`src/rtl/mulred_pkg.sv`:
```
package mulred_pkg;

   // adder width (and node input width) of tree level l
   function automatic int add_w(input int n, input int l);
      return (l == 0) ? n : n + (1 << l);
   endfunction

   // width of one partial sum produced by level l
   function automatic int out_w(input int n, input int l);
      return n + (1 << (l + 1));
   endfunction

   // number of adders in level l
   function automatic int nodes(input int n, input int l);
      return n >> (l + 1);
   endfunction

   // garbage bits of one adder in level l (two per cell, plus dropped carry above level 0)
   function automatic int node_gw(input int n, input int l);
      return 2 * add_w(n, l) + ((l == 0) ? 0 : 1);
   endfunction

   // garbage bus offset of level l; with l = number of levels it is the bus width
   function automatic int gb_off(input int n, input int l);
      int acc;
      acc = 2 * n * n;
      for (int k = 0; k < l; k++) acc += nodes(n, k) * node_gw(n, k);
      return acc;
   endfunction

endpackage

```
`src/rtl/rev_swap_cell.sv`:
```
module rev_swap_cell (
   input  logic ctl,
   input  logic x,
   input  logic y,
   output logic c_o,
   output logic q_o,
   output logic r_o
);
   assign c_o = ctl;
   assign q_o = ctl ? y : x;
   assign r_o = ctl ? x : y;
endmodule

```
`src/rtl/rev_fa_cell.sv`:
```
module rev_fa_cell (
   input  logic a,
   input  logic b,
   input  logic c,
   input  logic d,
   output logic p,
   output logic q,
   output logic r,
   output logic s
);
   logic t;
   assign t = (~a & ~c) ^ ~b;
   assign p = a;
   assign q = t;
   assign r = t ^ d;
   assign s = (t & d) ^ ((a & b) ^ c);
endmodule

```
`src/rtl/pp_gen.sv`:
```
module pp_gen #(
   parameter int N = 4
) (
   input  logic [N-1:0]     a,
   input  logic [N-1:0]     b,
   output logic [N*N-1:0]   rows,
   output logic [2*N*N-1:0] junk
);
   if (N < 1) begin : g_bad
      $error("pp_gen: N must be positive");
   end

   for (genvar j = 0; j < N; j++) begin : g_row
      for (genvar i = 0; i < N; i++) begin : g_bit
         localparam int K = j * N + i;
         rev_swap_cell u_sw (
            .ctl (b[j]),
            .x   (a[i]),
            .y   (1'b0),
            .c_o (junk[2*K]),
            .q_o (junk[2*K+1]),
            .r_o (rows[K])
         );
      end
   end
endmodule

```
`src/rtl/rev_ripple_add.sv`:
```
module rev_ripple_add #(
   parameter int W = 4
) (
   input  logic [W-1:0]   x,
   input  logic [W-1:0]   y,
   output logic [W-1:0]   sum,
   output logic           cout,
   output logic [2*W-1:0] junk
);
   if (W < 1) begin : g_bad
      $error("rev_ripple_add: W must be positive");
   end

   logic [W:0] cy;
   assign cy[0] = 1'b0;

   for (genvar i = 0; i < W; i++) begin : g_cell
      rev_fa_cell u_fa (
         .a (x[i]),
         .b (y[i]),
         .c (1'b0),
         .d (cy[i]),
         .p (junk[2*i]),
         .q (junk[2*i+1]),
         .r (sum[i]),
         .s (cy[i+1])
      );
   end

   assign cout = cy[W];
endmodule

```
`src/rtl/mulred_tree.sv`:
```
module mulred_tree
   import mulred_pkg::*;
#(
   parameter int  N      = 4,
   localparam int LEVELS = $clog2(N),
   localparam int PW     = 2 * N,
   localparam int GW     = mulred_pkg::gb_off(N, $clog2(N))
) (
   input  logic              clk,
   input  logic              rst_n,
   input  logic [N-1:0]      op_a,
   input  logic [N-1:0]      op_b,
   input  logic [LEVELS-1:0] lvl_en,
   output logic [PW-1:0]     product,
   output logic              product_valid,
   output logic [GW-1:0]     garbage
);
   if (N < 2 || (1 << LEVELS) != N) begin : g_bad
      $error("mulred_tree: N must be a power of two, at least 2");
   end

   // partial-product grid
   logic [N*N-1:0] rows;

   pp_gen #(.N(N)) u_pp (
      .a    (op_a),
      .b    (op_b),
      .rows (rows),
      .junk (garbage[2*N*N-1:0])
   );

   // reduction tree
   for (genvar l = 0; l < LEVELS; l++) begin : g_lvl
      localparam int NN = nodes(N, l);
      localparam int WI = add_w(N, l);
      localparam int WO = out_w(N, l);
      localparam int S  = 1 << l;
      localparam int GN = node_gw(N, l);
      localparam int GO = gb_off(N, l);

      logic [2*NN*WI-1:0] src;
      logic [NN*WO-1:0]   nxt;
      logic [NN*WO-1:0]   node_q;

      if (l == 0) begin : g_leaf
         assign src = rows;
      end else begin : g_inner
         assign src = g_lvl[l-1].node_q;
      end

      for (genvar p = 0; p < NN; p++) begin : g_node
         logic [WI-1:0] x;
         logic [WI-1:0] y;
         logic [WI-1:0] xa;
         logic [WI-1:0] sum;
         logic          cout;

         assign x = src[2*p*WI +: WI];
         assign y = src[(2*p+1)*WI +: WI];

         // upper part of the even row lines up with the odd row
         always_comb begin
            xa = '0;
            xa[WI-S-1:0] = x[WI-1:S];
         end

         rev_ripple_add #(.W(WI)) u_add (
            .x    (xa),
            .y    (y),
            .sum  (sum),
            .cout (cout),
            .junk (garbage[GO+p*GN +: 2*WI])
         );

         if (l == 0) begin : g_keep
            assign nxt[p*WO +: WO] = {cout, sum, x[0]};
         end else begin : g_drop
            assign nxt[p*WO +: WO]       = {sum, x[S-1:0]};
            assign garbage[GO+p*GN+2*WI] = cout;
         end
      end

      always_ff @(posedge clk or negedge rst_n) begin
         if (!rst_n)         node_q <= '0;
         else if (lvl_en[l]) node_q <= nxt;
      end
   end

   assign product = g_lvl[LEVELS-1].node_q;

   // freshness chain
   logic [PW-1:0]     prev_ops;
   logic              chg;
   logic [LEVELS-1:0] fresh;

   assign chg = ({op_a, op_b} != prev_ops);

   always_ff @(posedge clk or negedge rst_n) begin
      if (!rst_n) begin
         prev_ops <= '0;
         fresh    <= '0;
      end else begin
         prev_ops <= {op_a, op_b};
         fresh[0] <= lvl_en[0] | (fresh[0] & ~chg);
         for (int k = 1; k < LEVELS; k++) begin
            fresh[k] <= lvl_en[k] ? (fresh[k-1] & ~chg) : (fresh[k] & ~chg);
         end
      end
   end

   assign product_valid = fresh[LEVELS-1] & ~chg;
endmodule

```
`config.mk`:
```
export PLATFORM = sky130hd
export DESIGN_NAME = mulred_tree
export DESIGN_NICKNAME = d
export VERILOG_FILES = /design/src/rtl/mulred_pkg.sv /design/src/rtl/rev_swap_cell.sv /design/src/rtl/rev_fa_cell.sv /design/src/rtl/pp_gen.sv /design/src/rtl/rev_ripple_add.sv /design/src/rtl/mulred_tree.sv
export SDC_FILE = /design/constraint.sdc
export NUM_CORES = 1
export LEC_CHECK = 0
export ABC_AREA = 1
export BUFFER_PORTS_ARGS = -buffer_cell sky130_fd_sc_hd__buf_2
export CAP_MARGIN = 20
export CORE_ASPECT_RATIO = 1.1
export CORE_MARGIN = 2
export CORE_UTILIZATION = 48
export DETAILED_ROUTE_END_ITERATION = 6
export HOLD_SLACK_MARGIN = 0.02
export PLACE_DENSITY = 0.84
export SYNTH_ARGS = -nofsm -noshare
export SYNTH_HDL_FRONTEND = slang
export SYNTH_HIERARCHICAL = 1
export SYNTH_SLANG_ARGS = --single-unit
```
`constraint.sdc`:
```
create_clock -name clk -period 3.3 [get_ports clk]
set_input_delay 0.495 -clock clk [delete_from_list [all_inputs] [get_ports clk]]
set_output_delay 0.495 -clock clk [all_outputs]
set_load 0.01 [all_outputs]
```
==> summary.md <==
| Metric | Value |
|---|---|
| Status | `finished with violations` |
| Violations in the final reports | `setup timing` |
| Count of clock tree sinks | `30` |
| NumNets Final | `682` |
| Hold-fix buffer count after cts | `0` |
| Endpoint of the worst register-to-register path | `product[7]` |
| Cell mode on critical path | `sky130_fd_sc_hd__nand2_1` |
| Initial antenna violation count | `0` |
| Maximum number of pins on one net before global-route repair | `31` |
| Via density | `4.15` |
| Net switching share of the total power | `39.7%` |
| Mean routed wirelength per cell | `8.81 um` |
| Via count | `3,045` |
| Number of cells after detailed placement | `717` |
| Via count of the first global-routing pass | `2,901` |
| Worst EP required | `2800 ps` |
| DRT Pass-1 Iters | `4` |
| Reg power frac | `30.2%` |
| Detailed placer's ending HPWL | `4990 um` |
| Insertion delay of the later-clocked pin in the worst-skew pair | `290 ps` |
| Area taken by flip-flops and latches | `751 sq um` |
| TritonCTS Buffers | `5` |
| Cell internal power dissipation | `0.975 mW` |
| Final weighted congestion of routability-driven global placement | `0.820` |
| CP max-delay cell | `sky130_fd_sc_hd__dfrtp_1` |
| Launching element type of the critical path | `flip-flop` |
| Top achievable clock speed | `272 MHz` |
| Area of the die | `6570 sq um` |
| Row cnt | `29` |
| R2R cell count | `25` |
| IO buf count | `77` |
| Logic gate share of total power | `51.1%` |
| Mapped Avg Cell Area | `5.82 sq um` |
| Most common library cell in the layout ignoring fill and taps | `sky130_fd_sc_hd__nand2_1` |
| Die X-Extent | `77.5 um` |
| Setup TNS | `-377 ps` |
| Initial core utilization | `49.4%` |
| Pwr dens | `431 nW/um^2` |
| Wire length of the first global-routing pass | `11,200 um` |
| Clk pin slew, worst setup/hold paths | `70 ps` |
| Type of the setup path with the least slack | `flip-flop to output port` |
| Number of design-rule violations left by the first detailed-router iteration | `69` |
| Layout area overhead | `31.4%` |
| Number of max-cap violations | `0` |
| Number of endpoints failing setup at the final stage | `1` |
| Count of filler cells inserted in the layout | `553` |
| Max stage delay on crit path | `390 ps` |
| Transition time at the pin with the least slew margin | `647 ps` |
| Global route total overflow | `0` |
| Cell Area, Synth | `2850 sq um` |
| Sequential share of the synthesized area | `26.3%` |
| Core footprint | `5770 sq um` |
| Final wirelength | `6470 um` |
| Worst r2r src | `g_lvl[0].node_q[3]` |
| Clock tree from TritonCTS | `yes` |
| Number of synthesis warnings | `6` |
| Count of different cell masters after synthesis | `15` |
| Overall power | `1.62 mW` |
| Final critical delay including setup and external delays | `3680 ps` |
| Max-Slew Margin vs Limit | `56.9%` |
| Unrepaired setup endpoints after global routing | `yes` |
| Worst-case clock skew | `12.0 ps` |
| Fraction of the cycle the final worst path needs | `111%` |
| Arrival time worst endpoint | `3180 ps` |
| Cell count after synthesis | `490` |
| Worst vdd ir | `0.000285 V` |
| CTS Root Cell | `sky130_fd_sc_hd__clkbuf_8` |
| Number of H-tree levels | `2` |
| Layout cells sized above 1 | `19.3%` |
| Final-report max-slew violation count | `0` |
| Path type of the worst min-delay path | `input port to async pin` |
| Leakage power figure | `2.45 nW` |
| Longest Clk Path Bufs | `2` |
| Count of pins on the block boundary | `82` |
| Flop and latch count out of synthesis | `30` |
| Antenna cell count | `0` |
| Most frequent cells in the layout | `sky130_fd_sc_hd__nand2_1 (259), sky130_fd_sc_hd__conb_1 (103), sky130_fd_sc_hd__buf_2 (77)` |
| DIE HEIGHT | `84.8 um` |
| DRC Markers | `0` |
| Switching component of the power | `0.641 mW` |
| Worst setup slack for register-to-register paths | `430 ps` |
| Kind of capture point of the worst setup path | `output port` |
| Final number of hold-violating endpoints | `0` |
| Final std cells w/o fill | `734` |
| Area used by multi-input combinational logic | `2010 sq um` |
| Least setup slack across all paths after layout | `-377 ps` |
| Routed Antenna Nets | `0` |
| Clk pwr share | `18.7%` |
| Gr usage total | `20.6%` |
| Worst-path fanout max | `3` |
[worst max-delay path, delay by kind of cell, from the launching register on]
family        cells  cell delay (ps)
flops             1              390
simple gates     16             1070
xor+xnor          1              140
fa+ha+maj         5              950
buf+inv           6              330
[kinds of logic after synthesis]
kind of cell	Yosys count	share of synthesized area, %
adders and majority gates	14	6.14
other	5	0.658
DFF	30	26.3
buffers and inverters	108	18.5
xor gates and xnor gates	14	4.30
and+or+nand+nor	319	44.1
[stage by stage]
stage               hold WS [ps]  util [%]  area, sq um  setup slack (ps)
global placement             449      61.2         3530             -31.1
floorplan                    199         -         3230              14.2
CTS                          251      63.5         3660              -319
finish                       229      65.0         3750              -377
global route                 295      65.0         3750              -621
detailed placement           453      61.2         3530              -218
[power groups by stage]
stage / logic, mW / clock network (mW) / registers [mW]
floorplan: 0.477 / 0 / 0.507
global placement: 0.678 / 0 / 0.488
detailed placement: 0.696 / 0 / 0.493
CTS: 0.737 / 0.307 / 0.487
global route: 0.938 / 0.320 / 0.496
finish: 0.826 / 0.302 / 0.487
[worst max path at each step]
stage / from / to / slack (ps) / cells past startpoint
after floorplan: g_lvl[0].node_q[7] / garbage[60] / 10 / 26
after global placement: g_lvl[0].node_q[3] / garbage[60] / -30 / 27
after detailed placement: g_lvl[0].node_q[3] / garbage[60] / -220 / 27
after CTS: g_lvl[0].node_q[3] / garbage[60] / -320 / 28
after global routing: g_lvl[0].node_q[3] / garbage[60] / -620 / 28
final: g_lvl[0].node_q[3] / garbage[60] / -380 / 28
[per-layer routing]
| metal | routed length [um] | vias to the layer above | track usage [%] | part of all wire [%] |
|---|---|---|---|---|
| li1 | - | 1640 | - | - |
| met1 | 2690 | 1323 | 22.1 | 42 |
| met2 | 3370 | 67 | 40.6 | 52 |
| met3 | 253 | 15 | 3.40 | 3.9 |
| met4 | 150 | 0 | 6.49 | 2.3 |
| met5 | 0 | - | 0 | 0 |
[cells in the mapped netlist]
cell	instances	area, sq um
sky130_fd_sc_hd__nand2_1	263	987
sky130_fd_sc_hd__nor3b_1	1	7.51
sky130_fd_sc_hd__nor2_2	2	12.5
sky130_fd_sc_hd__nand3_1	30	150
sky130_fd_sc_hd__ha_1	14	175
sky130_fd_sc_hd__conb_1	5	18.8
sky130_fd_sc_hd__xnor2_1	14	123
sky130_fd_sc_hd__nor2_1	20	75.1
sky130_fd_sc_hd__dfrtp_1	30	751
sky130_fd_sc_hd__buf_2	2	10.0
sky130_fd_sc_hd__nand2_2	2	12.5
sky130_fd_sc_hd__nor2_4	1	11.3
sky130_fd_sc_hd__buf_4	32	240
sky130_fd_sc_hd__clkinv_1	1	3.75
sky130_fd_sc_hd__inv_1	73	274
[state kept, by name, summed over array words and instances (netlist names)]
| signal | count |
|---|---|
| prev_ops | 8 |
| product | 8 |
| g_lvl.node_q | 12 |
| fresh | 2 |
[layout make-up]
cell class	count	area share (%)
timing repair buffer	95	13.9
sequential	30	20.0
tap	77	2.57
clock buffer	7	2.30
clock inverter	1	0.134
multi-input combinational	450	53.6
inverter	74	7.48
[timing repair]
action | CTS | global route
setup endpoints to repair | 1 | 1
pin swaps | 10 | 13
setup buffers | 4 | 5
resized for setup | 9 | 11
Power figures use the tool's default switching activity.
